--- src/rtl/cmp_timer_pkg.sv ---
package cmp_timer_pkg;
    typedef enum logic [1:0] {
        SHAPE_FREE  = 2'd0,
        SHAPE_CLEAR = 2'd1,
        SHAPE_SLOPE = 2'd2,
        SHAPE_DUAL  = 2'd3
    } shape_t;

    localparam logic [1:0] ADDR_CTRL  = 2'd0;
    localparam logic [1:0] ADDR_CMP_A = 2'd1;
    localparam logic [1:0] ADDR_CMP_B = 2'd2;
    localparam logic [1:0] ADDR_TOP   = 2'd3;

    localparam logic [1:0] OUT_OFF    = 2'b00;
    localparam logic [1:0] OUT_TOGGLE = 2'b01;
    localparam logic [1:0] OUT_CLEAR  = 2'b10;
    localparam logic [1:0] OUT_SET    = 2'b11;
endpackage

--- src/rtl/cmp_timer_prescale.sv ---
module cmp_timer_prescale #(
    parameter int LOG_MID = 3,
    parameter int LOG_HI  = 6
) (
    input  logic       clk,
    input  logic       rst_n,
    input  logic [1:0] sel,
    output logic       tick
);
    logic [LOG_HI-1:0] pre_d, pre_q;

    always_comb begin
        pre_d = pre_q + 1'b1;
        case (sel)
            2'd0:    tick = 1'b0;
            2'd1:    tick = 1'b1;
            2'd2:    tick = &pre_q[LOG_MID-1:0];
            default: tick = &pre_q;
        endcase
    end

    always_ff @(posedge clk) begin
        if (!rst_n) pre_q <= '0;
        else        pre_q <= pre_d;
    end
endmodule

--- src/rtl/cmp_timer_counter.sv ---
module cmp_timer_counter
    import cmp_timer_pkg::*;
#(
    parameter int WIDTH = 16
) (
    input  logic             clk,
    input  logic             rst_n,
    input  logic             tick,
    input  shape_t           shape,
    input  logic [WIDTH-1:0] top,
    output logic [WIDTH-1:0] cnt,
    output logic             load,
    output logic             ovf,
    output logic             cap
);
    typedef struct packed {
        logic [WIDTH-1:0] cnt;
        logic             down;
        logic             ovf;
        logic             cap;
    } cstate_t;

    cstate_t s_d, s_q;
    logic at_top, at_max, at_bot, pwm;

    always_comb begin
        at_top = (s_q.cnt == top);
        at_max = &s_q.cnt;
        at_bot = (s_q.cnt == '0);
        pwm    = (shape == SHAPE_SLOPE) || (shape == SHAPE_DUAL);
        s_d     = s_q;
        s_d.ovf = 1'b0;
        s_d.cap = 1'b0;
        if (tick) begin
            case (shape)
                SHAPE_FREE: begin
                    s_d.cnt = s_q.cnt + 1'b1;
                    s_d.ovf = at_max;
                end
                SHAPE_CLEAR: begin
                    s_d.cnt = at_top ? '0 : s_q.cnt + 1'b1;
                    s_d.ovf = at_max;
                    s_d.cap = at_top;
                end
                SHAPE_SLOPE: begin
                    s_d.cnt = at_top ? '0 : s_q.cnt + 1'b1;
                    s_d.ovf = at_top;
                    s_d.cap = at_top;
                end
                default: begin
                    s_d.cap = at_top;
                    s_d.ovf = s_q.down && at_bot;
                    if (top == '0) begin
                        s_d.cnt  = '0;
                        s_d.down = 1'b0;
                    end else if (!s_q.down) begin
                        if (s_q.cnt >= top) begin
                            s_d.down = 1'b1;
                            s_d.cnt  = s_q.cnt - 1'b1;
                        end else begin
                            s_d.cnt = s_q.cnt + 1'b1;
                        end
                    end else if (at_bot) begin
                        s_d.down = 1'b0;
                        s_d.cnt  = {{(WIDTH-1){1'b0}}, 1'b1};
                    end else begin
                        s_d.cnt = s_q.cnt - 1'b1;
                    end
                end
            endcase
        end
        if (shape != SHAPE_DUAL) s_d.down = 1'b0;
        load = tick && pwm && at_top;
    end

    always_ff @(posedge clk) begin
        if (!rst_n) s_q <= '0;
        else        s_q <= s_d;
    end

    assign cnt = s_q.cnt;
    assign ovf = s_q.ovf;
    assign cap = s_q.cap;

    assert_hold_no_tick_R2: assert property (@(posedge clk) disable iff (!rst_n)
        !tick |=> $stable(s_q.cnt));
    assert_clear_at_top_R4: assert property (@(posedge clk) disable iff (!rst_n)
        (tick && shape == SHAPE_CLEAR && s_q.cnt == top) |=> (s_q.cnt == '0));
    assert_slope_flags_R5: assert property (@(posedge clk) disable iff (!rst_n)
        (tick && shape == SHAPE_SLOPE && s_q.cnt == top) |=> (s_q.ovf && s_q.cap));
endmodule

--- src/rtl/cmp_timer_channel.sv ---
module cmp_timer_channel
    import cmp_timer_pkg::*;
#(
    parameter int WIDTH = 16
) (
    input  logic             clk,
    input  logic             rst_n,
    input  logic             tick,
    input  logic [WIDTH-1:0] cnt,
    input  logic             pwm,
    input  logic             load,
    input  logic             wr_cmp,
    input  logic [WIDTH-1:0] wr_data,
    input  logic [1:0]       mode,
    input  logic             dir_en,
    output logic             level,
    output logic             override,
    output logic             drive
);
    typedef struct packed {
        logic [WIDTH-1:0] buffer;
        logic [WIDTH-1:0] live;
        logic             pin;
    } chstate_t;

    chstate_t c_d, c_q;
    logic match;

    always_comb begin
        match = tick && (cnt == c_q.live);
        c_d   = c_q;
        if (wr_cmp) begin
            c_d.buffer = wr_data;
            if (!pwm) c_d.live = wr_data;
        end
        if (load) c_d.live = c_q.buffer;
        if (match) begin
            case (mode)
                OUT_TOGGLE: c_d.pin = ~c_q.pin;
                OUT_CLEAR:  c_d.pin = 1'b0;
                OUT_SET:    c_d.pin = 1'b1;
                default:    c_d.pin = c_q.pin;
            endcase
        end
    end

    always_ff @(posedge clk) begin
        if (!rst_n) c_q <= '0;
        else        c_q <= c_d;
    end

    assign level    = c_q.pin;
    assign override = (mode != OUT_OFF);
    assign drive    = override && dir_en;

    assert_clear_low_R8: assert property (@(posedge clk) disable iff (!rst_n)
        (match && mode == OUT_CLEAR) |=> !c_q.pin);
    assert_set_high_R8: assert property (@(posedge clk) disable iff (!rst_n)
        (match && mode == OUT_SET) |=> c_q.pin);
    assert_off_hold_R9: assert property (@(posedge clk) disable iff (!rst_n)
        (mode == OUT_OFF) |=> $stable(c_q.pin));
    assert_buffer_hold_R11: assert property (@(posedge clk) disable iff (!rst_n)
        (pwm && !load) |=> $stable(c_q.live));
endmodule

--- src/rtl/cmp_timer.sv ---
module cmp_timer
    import cmp_timer_pkg::*;
#(
    parameter int WIDTH   = 16,
    parameter int LOG_MID = 3,
    parameter int LOG_HI  = 6
) (
    input  logic             clk,
    input  logic             rst_n,
    input  logic             wr_en,
    input  logic [1:0]       wr_addr,
    input  logic [WIDTH-1:0] wr_data,
    input  logic [1:0]       clk_sel,
    input  logic [1:0]       dir_en,
    output logic [1:0]       oc_level,
    output logic [1:0]       oc_override,
    output logic [1:0]       oc_drive,
    output logic [WIDTH-1:0] cnt_o,
    output logic             ovf_flag,
    output logic             cap_flag
);
    localparam int NCH = 2;

    typedef struct packed {
        shape_t           shape;
        logic [1:0]       mode_a;
        logic [1:0]       mode_b;
        logic [WIDTH-1:0] top;
    } ctrl_t;

    ctrl_t r_d, r_q;
    logic tick, load, pwm;
    logic [1:0] mode_arr [NCH];
    logic [NCH-1:0] wr_cmp;

    always_comb begin
        r_d = r_q;
        if (wr_en && wr_addr == ADDR_CTRL) begin
            r_d.shape  = shape_t'(wr_data[1:0]);
            r_d.mode_a = wr_data[3:2];
            r_d.mode_b = wr_data[5:4];
        end
        if (wr_en && wr_addr == ADDR_TOP) r_d.top = wr_data;
        wr_cmp[0] = wr_en && (wr_addr == ADDR_CMP_A);
        wr_cmp[1] = wr_en && (wr_addr == ADDR_CMP_B);
        pwm = (r_q.shape == SHAPE_SLOPE) || (r_q.shape == SHAPE_DUAL);
        mode_arr[0] = r_q.mode_a;
        mode_arr[1] = r_q.mode_b;
    end

    always_ff @(posedge clk) begin
        if (!rst_n) r_q <= '0;
        else        r_q <= r_d;
    end

    cmp_timer_prescale #(.LOG_MID(LOG_MID), .LOG_HI(LOG_HI)) u_pre (
        .clk(clk), .rst_n(rst_n), .sel(clk_sel), .tick(tick)
    );

    cmp_timer_counter #(.WIDTH(WIDTH)) u_cnt (
        .clk(clk), .rst_n(rst_n), .tick(tick), .shape(r_q.shape), .top(r_q.top),
        .cnt(cnt_o), .load(load), .ovf(ovf_flag), .cap(cap_flag)
    );

    for (genvar i = 0; i < NCH; i++) begin : g_ch
        cmp_timer_channel #(.WIDTH(WIDTH)) u_ch (
            .clk(clk), .rst_n(rst_n), .tick(tick), .cnt(cnt_o), .pwm(pwm),
            .load(load), .wr_cmp(wr_cmp[i]), .wr_data(wr_data),
            .mode(mode_arr[i]), .dir_en(dir_en[i]),
            .level(oc_level[i]), .override(oc_override[i]), .drive(oc_drive[i])
        );
    end
endmodule

--- config.mk ---
export PLATFORM = sky130hd
export DESIGN_NAME = cmp_timer
export DESIGN_NICKNAME = d
export VERILOG_FILES = /design/src/rtl/cmp_timer_pkg.sv /design/src/rtl/cmp_timer_prescale.sv /design/src/rtl/cmp_timer_counter.sv /design/src/rtl/cmp_timer_channel.sv /design/src/rtl/cmp_timer.sv
export SDC_FILE = /design/constraint.sdc
export NUM_CORES = 1
export LEC_CHECK = 0
export BUFFER_PORTS_ARGS = -buffer_cell sky130_fd_sc_hd__buf_2
export CAP_MARGIN = 20
export CORE_MARGIN = 1
export CORE_UTILIZATION = 50
export CTS_CLUSTER_SIZE = 28
export DETAILED_ROUTE_END_ITERATION = 8
export GPL_ROUTABILITY_DRIVEN = 1
export HOLD_SLACK_MARGIN = 0.03
export PLACE_DENSITY = 0.71
export SLEW_MARGIN = 0
export SYNTH_ARGS = -nofsm -noshare
export SYNTH_HDL_FRONTEND = slang
export SYNTH_SLANG_ARGS = --single-unit
--- constraint.sdc ---
create_clock -name clk -period 2.6 [get_ports clk]
set_input_delay 0.26 -clock clk [delete_from_list [all_inputs] [get_ports clk]]
set_output_delay 0.26 -clock clk [all_outputs]
set_load 0.005 [all_outputs]
**Word level (Yosys, flattened, before mapping)**

Index checks and enable logic that the tools add are counted.

- $add $sub $neg: 3
- Order comparisons: 1
- Eq/ne operators: 19
- Mux-type cells: 17
- Bitwise gates (word level): 5
- Reduce and logical (&&, ||, !) cells: 37

Operators by type and width:

| kind | count |
|---|---|
| 16-bit two-way mux | 8 |
| 16-bit == test | 3 |
| 17-bit two-way mux | 2 |
| 16-bit logical NOT | 2 |
| 16-bit case mux with 2 select lines | 1 |
| 2-bit == test, second input constant | 9 |
| 16-bit by 1-bit adder with 16-bit output, second input constant | 1 |
| 16-bit greater-or-equal comparator | 1 |
| 16-bit AND reduction | 1 |
| 16-bit by 1-bit subtractor with 16-bit output, second input constant | 1 |
| 2-bit AND reduction | 6 |
| 1-bit logical AND | 11 |
| 2-bit by 1-bit == test with 1-bit output, second input constant | 5 |
| 1-bit case mux with 3 select lines | 3 |
| 2-bit nonzero test | 4 |
| 6-bit by 1-bit adder with 6-bit output, second input constant | 1 |
| 2-bit logical NOT | 3 |
| 6-bit AND reduction | 1 |
| 3-bit nonzero test | 2 |
| 2-bit OR reduction | 3 |
| 3-bit OR reduction | 2 |
| 1-bit inverter | 5 |
| 2-bit inequality test, second input constant | 2 |
| 3-bit AND reduction | 1 |
| 3 further kinds | 4 |

- Flip-flop bits (word level): 113
- Input port bits: 25
- Word-level logic and storage cells: 97

**Depth between registers and ports, before layout**

Gate-level depths: netlist of run 1.

- Depth in word-level cells: 6
- Depth in mapped cells: 12
- Depth with buffers taken out: 9

**Hierarchy**

Synthesis of run 1 repeated with hierarchy kept, for this count alone.

- Cell total of the unflattened synthesis: 732
- Area total of the unflattened synthesis: 6,478.7 um^2

Modules (own cells, without submodules):

| module | instances | cells an instance | area each (um^2) | sequential area each (um^2) |
|---|---|---|---|---|
| cmp_timer_channel | 2 | 156 | 1,534.0 | 660.6 |
| cmp_timer_counter | 1 | 300 | 2,272.2 | 380.4 |
| cmp_timer | 1 | 95 | 888.4 | 440.4 |
| cmp_timer_prescale | 1 | 25 | 250.2 | 120.1 |

**Least setup slack after synthesis of run 1**

No wires, ideal clock.

- Path kind: reg-to-reg
- From: register u_cnt.s_q (netlist bit u_cnt.cnt[0])
- To: register u_cnt.s_q (netlist bit u_cnt.cnt[8])
- Data arrival time: 2,732 ps
- Data required time: 2,469 ps
- Path slack: -263 ps
- Cell stages (with the launch flop): 12
- Cell sequence: dfxtp_1 clkbuf_1 inv_1 ha_1 nand4_1 nor4_2 or4_4 or4_1 buf_2 and3_1 o311ai_1 o31ai_1

- Word-level cells in the longest chain between the ends: 5
- Elaborated cells on any way between the ends: 11

Ends and longest elaborated chain:

| item | line | text |
|---|---|---|
| from (decl) | cmp_timer_counter.sv:23 | `cstate_t s_d, s_q;` |
| from (signal assigned) | cmp_timer_counter.sv:77 | `if (!rst_n) s_q <= '0;` |
| from (signal assigned) | cmp_timer_counter.sv:78 | `else s_q <= s_d;` |
| 16-bit by 1-bit adder with 16-bit output (tied with other cells) | - |  |
| 16-bit two-way mux (on tied branches) | cmp_timer_counter.sv:57, cmp_timer_counter.sv:63 |  |
| 17-bit two-way mux | cmp_timer_counter.sv:56 | `end else if (!s_q.down) begin` |
| 17-bit two-way mux | cmp_timer_counter.sv:53 | `if (top == '0) begin` |
| 16-bit case mux with 2 select lines * | cmp_timer_counter.sv:35 | `case (shape)` |

Every way passes the cells marked *; elsewhere a longest branch is shown, timed or not.
A chain may end at the register's enable or synchronous reset.

**Worst setup path after layout of run 1**

- From: register r_q[1] (netlist name)
- To: register u_cnt.s_q (netlist bit u_cnt.cnt[13])

- Word-level cells in the longest chain between the ends: 5
- Elaborated cells on any way between the ends: 8

Ends and longest elaborated chain:

| item | line | text |
|---|---|---|
| from (decl) | cmp_timer.sv:31 | `ctrl_t r_d, r_q;` |
| from (signal assigned) | cmp_timer.sv:53 | `else r_q <= r_d;` |
| 16-bit greater-or-equal comparator | cmp_timer_counter.sv:57 | `if (s_q.cnt >= top) begin` |
| 16-bit two-way mux | cmp_timer_counter.sv:57 |  |
| 17-bit two-way mux | cmp_timer_counter.sv:56 |  |
| 17-bit two-way mux | cmp_timer_counter.sv:53 |  |
| 16-bit case mux with 2 select lines * | cmp_timer_counter.sv:35 |  |

Marks and branches as above.

==> results_dict.tcl, run 1 <==
set metrics [dict create \
    seq_area_um2 2290 \
    start_kind "flip-flop" \
    worst_pin_slew_ns 0.849 \
    track_usage_pct 29.2 \
    root_buffer "clkbuf_16" \
    postRouteAntennaNets 0 \
    core_um2 12800 \
    vias 6355 \
    wl_per_cell_um 18.5 \
    nets 931 \
    max_freq_mhz 373 \
    rrSetupSlack_ns -0.08 \
    antenna_found_initial 0 \
    violations "negative setup slack" \
    critPathLaunch "r_q[1]$_SDFFE_PN0P_" \
    critPathKind "reg -> reg" \
    r2r_start "r_q[1]$_SDFFE_PN0P_" \
    synthFlopType "dfxtp_1" \
    status "finished, violations left" \
    hpwl_um 12900 \
    hold_buffers 0 \
    yosysTopAreaCell "dfxtp_1" \
    ir_worst_vdd_mv 0.581 \
    grt_pass1_wl_um 29900 \
    drt_iter0_markers 605 \
    endpoint_kind "flip-flop" \
    final_common_cell "nand2_1" \
    cts_made_buffers 17 \
    ys_seq_elements 113 \
    cts.sinks 113 \
    routed_wl_um 19700 \
    n_antenna_cell 0 \
    clock_path_buffers 2 \
    yosys_warnings 0 \
    synth_cells 828 \
    grt_overflow 0 \
    power.leakage_nw 3.39 \
    rows 41 \
    synth-edff-count 0 \
    synth_area_um2 6600 \
    h-tree-depth 4 \
    grt_max_degree 96 \
    drive_gt1_share_pct 26.0 \
    arrival_ns 3.00 \
    drcViolationCount 0 \
    hold_path_class "in -> reg" \
    synth.area.top_cells "dfxtp_1, nand2_1, nand3_1, a21boi_0, xnor2_1" \
    area_growth_syn_to_layout_pct 23.3 \
    die_x_um 117 \
    num_io_pins 49 \
    hold_viol 0 \
    tns_ns -0.410 \
    maxSlewViolCount 0 \
    finalInstanceArea_um2 8140 \
    finish.utilization_pct 63.7 \
    die_h_um 117 \
    nFillCells 1048 \
    fin_crit_sh_pct 103 \
    power-per-cell-area_nw_per_um2 622 \
    max_cap_violations 0 \
    worstPathRequired_ns 2.92 \
    yosys.area.top_type_share_pct 34.3 \
    multiInputGateArea_um2 4140 \
    yosys.cell_types.count 65 \
    syn_nets 879 \
    viasPerCell 5.97 \
    initial_core_util_pct 51.7 \
    worst_slack_ns -0.0816 \
    cts_tree "done" \
    avgSynthCellArea_um2 7.98 \
    slew_headroom_pct 43.4 \
    yosysSeqAreaShare_pct 34.3 \
    hold_start "wr_data[8]" \
    clk_latency_ns 0.42 \
    dieArea_um2 13700 \
    dr.pass1.iters 7 \
    place_area_um2 7110 \
    synthArstFlopShare_pct 0 \
    setup_violations 10 \
    placement.io_buffers 48 \
    path_clk_slew_ns 0.06 \
    skew_ns 0.0113 \
    rsz0062_at_grt "true" \
    final_cell_mix "nand2_1, dfxtp_1, nand3_1" \
    fin_crit_ns 2.68 \
    cp_max_fo 6 \
    grt_pass1_vias 6053 \
    gp_congestion 0.902 \
]
path summary, 6_finish.rpt:
kind / end / cells past startpoint
min: g_ch[0].u_ch.c_q[25]$_SDFFE_PN0P_ / 3
min reg2reg: u_pre.pre_q[0]$_SDFF_PN0_ / 1
max reg2reg: u_cnt.cnt[13]$_SDFFE_PN0N_ / 12
max: u_cnt.cnt[13]$_SDFFE_PN0N_ / 12
state kept, by name, summed over array words and instances (netlist names):
signal,cells
u_cnt.ovf,1
u_cnt.cap,1
mode_arr,4
g_ch.u_ch.c_q,64
u_cnt.s_q,1
g_ch.u_ch.level,2
u_cnt.cnt,16
r_q,18
u_pre.pre_q,6
what timing repair did:
| item | CTS | global route |
|---|---|---|
| resized for setup | 2 | 69 |
| gates cloned | 0 | 1 |
| buffers inserted | 3 | 8 |
| pin swaps | 1 | 14 |
| endpoints found under the setup margin | 6 | 14 |
cell usage after synthesis, types with 2 or more instances:
master	count
ha_1	26
xnor2_1	40
a211oi_1	7
a22oi_1	3
a21oi_1	19
nor2_1	22
nand4_2	2
nor4_2	6
and3b_1	2
o22ai_1	4
or3_1	6
nor3_1	13
a21boi_0	50
and3_1	5
a221oi_1	2
and2_1	9
buf_6	2
o31ai_1	3
a31oi_1	6
nand4_1	13
a22o_1	2
clkbuf_1	53
nor4_1	12
nand2_1	162
or2_2	4
o211a_1	32
o311ai_1	2
dfxtp_1	113
nor2b_1	10
o211ai_1	3
mux2i_1	7
a21o_1	4
and4_1	3
o21ai_0	16
or4_1	4
inv_1	27
nand2b_1	2
nand3_1	79
buf_2	5
buf_4	23
worst max-delay path, stage by stage (launching register included):
cell,delay (ns)
dfxtp_2,0.34
inv_2,0.05
ha_4,0.21
nor2b_1,0.12
o211ai_1,0.31
a2111oi_2,0.12
buf_4,0.16
or4_4,0.58
buf_6,0.15
buf_8,0.13
a211oi_2,0.14
nor2_1,0.06
a21boi_1,0.21
per-layer routing:
layer  part of all wire, %  global-route usage, %
met4                   4.1                   14.4
met3                   7.1                   6.49
met5                     0                      0
met2                    48                   48.3
met1                    41                   35.8
cell type report:
class / instances / share of cell area, %
Tap cell: 172 / 2.64
Clock buffer: 20 / 5.61
Clock inverter: 12 / 1.63
Timing Repair Buffer: 117 / 9.96
Sequential cell: 113 / 28.1
Multi-Input combinational cell: 604 / 50.8
Inverter: 27 / 1.24
power by group:
group | switching (mW) | internal (mW) | leakage (nW) | total [mW]
clock network | 0.862 | 1.46 | 0.283 | 2.32
registers | 0.0428 | 1.79 | 0.928 | 1.84
logic | 0.492 | 0.412 | 2.18 | 0.904
through the flow:
step | setup WS (ns) | instances | hold WS [ns] | power (mW)
5_1_grt | -0.127 | 1065 | 0.141 | 5.24
3_3_place_gp | -0.00288 | 1021 | 0.423 | 2.58
6_report | -0.0816 | 1065 | 0.133 | 5.06
4_1_cts | -0.0770 | 1056 | 0.129 | 4.90
2_1_floorplan | 0.00311 | 828 | 0.405 | 2.37
3_5_place_dp | -0.0778 | 1021 | 0.430 | 2.60
logic make-up after synthesis:
logic type / Yosys count / share of synthesized area, %
AO/OA/AOI/OAI: 170 / 19.7
XOR/XNOR: 41 / 5.44
adder cells (fa/ha/maj): 26 / 4.93
buffers and inverters: 111 / 7.94
flip-flops: 113 / 34.3
multiplexers: 7 / 1.06
AND/OR/NAND/NOR: 360 / 26.6
Note: power is estimated with default switching activity, not from simulation.
==> inputs of run 2 (changes only) <==
--- a/config.mk
+++ b/config.mk
@@ -7,13 +7,12 @@
 export LEC_CHECK = 0
 export BUFFER_PORTS_ARGS = -buffer_cell sky130_fd_sc_hd__buf_2
 export CAP_MARGIN = 20
-export CORE_MARGIN = 1
-export CORE_UTILIZATION = 50
+export CORE_UTILIZATION = 49
 export CTS_CLUSTER_SIZE = 28
 export DETAILED_ROUTE_END_ITERATION = 8
 export GPL_ROUTABILITY_DRIVEN = 1
 export HOLD_SLACK_MARGIN = 0.03
-export PLACE_DENSITY = 0.71
+export PLACE_DENSITY = 0.7
 export SLEW_MARGIN = 0
 export SYNTH_ARGS = -nofsm -noshare
 export SYNTH_HDL_FRONTEND = slang
==> constraint.sdc (replaced) <==
create_clock -name clk -period 2.6 [get_ports clk]
set_input_delay 0.39 -clock clk [delete_from_list [all_inputs] [get_ports clk]]
set_output_delay 0.39 -clock clk [all_outputs]
set_load 0.005 [all_outputs]
==> run 2 against run 1 <==
  * The flow still finishes with violations (negative setup slack)
  * Register-to-register slack better by 0.02 ns
  * Final cell count up 1.6%
  * Wire length down 1.1%
  * Die area up 2.0%
  * Critical endpoint is now u_cnt.cnt[3]$_SDFFE_PN0N_
  * Fmax up 0.84%
  * Utilization down 0.51 points
==> results_dict.tcl, run 2 (synthesis gave the netlist of run 1 again) <==
set metrics [dict create \
    drt_iter0_markers 612 \
    regMostFlops "g_ch.u_ch.c_q" \
    endpoint_kind "flip-flop" \
    track_usage_pct 28.7 \
    cp_max_fo 7 \
    final_cell_mix "nand2_1, dfxtp_1, nand3_1" \
    routed_wl_um 19500 \
    finalInstanceArea_um2 8340 \
    cts_made_buffers 17 \
    path_clk_slew_ns 0.06 \
    rsz0062_at_grt "true" \
    power.leakage_nw 3.48 \
    nets 944 \
    worstPathRequired_ns 2.95 \
    grt_pass1_wl_um 31000 \
    antenna_found_initial 1 \
    crit_slowest_cell "or4_4" \
    total_power_mw 5.23 \
    drcViolationCount 0 \
    placement.io_buffers 48 \
    num_io_pins 49 \
    status "finished, violations left" \
    place_area_um2 7200 \
    slew_headroom_pct 46.4 \
    nFillCells 1111 \
    postRouteAntennaNets 0 \
    cts.sinks 113 \
    viasPerCell 5.74 \
    grt_pass1_vias 5930 \
    wl_per_cell_um 18.0 \
    max_freq_mhz 376 \
    ir_worst_vdd_mv 0.645 \
    start_kind "flip-flop" \
    hold_viol 0 \
    tns_ns -0.266 \
    clk_latency_ns 0.43 \
    max_cap_violations 0 \
    dr.pass1.iters 5 \
    max_stage_delay_ns 0.51 \
    h-tree-depth 4 \
    arrival_ns 3.01 \
    rows 42 \
    hold_buffers 0 \
    fin_crit_sh_pct 102 \
    clock_path_buffers 2 \
    violations "negative setup slack" \
    gp_congestion 0.919 \
    skew_ns 0.0127 \
    finish.utilization_pct 63.2 \
    seq_area_um2 2280 \
    n_antenna_cell 0 \
    cts_tree "done" \
    final_common_cell "nand2_1" \
    worst_pin_slew_ns 0.801 \
    hpwl_um 12700 \
    power-per-cell-area_nw_per_um2 627 \
    die_x_um 118 \
    setup_violations 10 \
    core_um2 13200 \
    worst_slack_ns -0.0593 \
    root_buffer "clkbuf_16" \
    largest_reg_flops 64 \
    hold_path_class "in -> reg" \
    crit_chain "inv_2 -> ha_4 -> nand4_1 -> buf_4 -> nor4_4 -> or4_4 -> or4_4 -> buf_6 -> buf_12 -> nor4_4 -> a311oi_1 -> a21oi_1" \
    multiInputGateArea_um2 4200 \
    maxSlewViolCount 0 \
    fin_crit_ns 2.66 \
    die_h_um 118 \
    grt_max_degree 97 \
    critPathKind "reg -> reg" \
    dieArea_um2 13900 \
    grt_overflow 0 \
    initial_core_util_pct 50.1 \
    area_growth_syn_to_layout_pct 26.3 \
    drive_gt1_share_pct 26.9 \
    vias 6215 \
]
[run 2: final timing paths]
check             slack, ns                                 to  depth (start not counted)                       from
hold / removal         0.27  g_ch[1].u_ch.c_q[29]$_SDFFE_PN0P_                          3                wr_data[12]
setup reg to reg      -0.06          u_cnt.cnt[3]$_SDFFE_PN0N_                         12        r_q[4]$_SDFFE_PN0P_
hold reg to reg        0.45          u_pre.pre_q[0]$_SDFF_PN0_                          1  u_pre.pre_q[0]$_SDFF_PN0_
setup / recovery      -0.06          u_cnt.cnt[3]$_SDFFE_PN0N_                         12        r_q[4]$_SDFFE_PN0P_
[run 2: critical path, delay by kind of cell, from the launching register on]
family / cells / cell delay, ns
buffers and inverters: 4 / 0.49
AND/OR/NAND/NOR: 5 / 1.36
adder cells (fa/ha/maj): 1 / 0.20
flip-flops: 1 / 0.34
AO/OA/AOI/OAI: 2 / 0.20
[run 2: area by class of cell]
class,count,share of cell area (%)
Multi-Input combinational cell,605,50.4
Sequential cell,113,27.4
Timing Repair Buffer,129,11.1
Clock buffer,20,5.48
Tap cell,176,2.64
Clock inverter,12,1.86
Inverter,27,1.22
[run 2: timing repair]
| item | CTS | global route |
|---|---|---|
| pin swaps | 5 | 6 |
| endpoints found under the setup margin | 15 | 15 |
| resized for setup | 51 | 19 |
| buffers inserted | 9 | 6 |
| cloned | 1 | 0 |
[run 2: routing by layer]
metal	global-route usage (%)	share of wire, %	vias up
met5	0	0.082	-
met4	13.9	3.3	2
met3	6.49	6.1	50
met2	47.8	48	228
met1	34.8	42	2914
li1	-	-	3021
[run 2: report_power, final]
part           switching (mW)  internal (mW)  total [mW]  leakage (nW)
combinational           0.507          0.451       0.958          2.26
clock                   0.874           1.56        2.44         0.297
sequential             0.0406           1.79        1.83         0.925
total                    1.42           3.81        5.23          3.48
[run 2: metrics by stage]
| stage | setup WS [ns] | std cells | hold WS (ns) |
|---|---|---|---|
| final | -0.0593 | 1082 | 0.271 |
| after global routing | -0.163 | 1082 | 0.277 |
| after CTS | -0.0231 | 1076 | 0.266 |
| after detailed placement | -0.190 | 1034 | 0.438 |
| after global placement | -0.0928 | 1034 | 0.431 |
| after floorplan | 0.00311 | 828 | 0.412 |
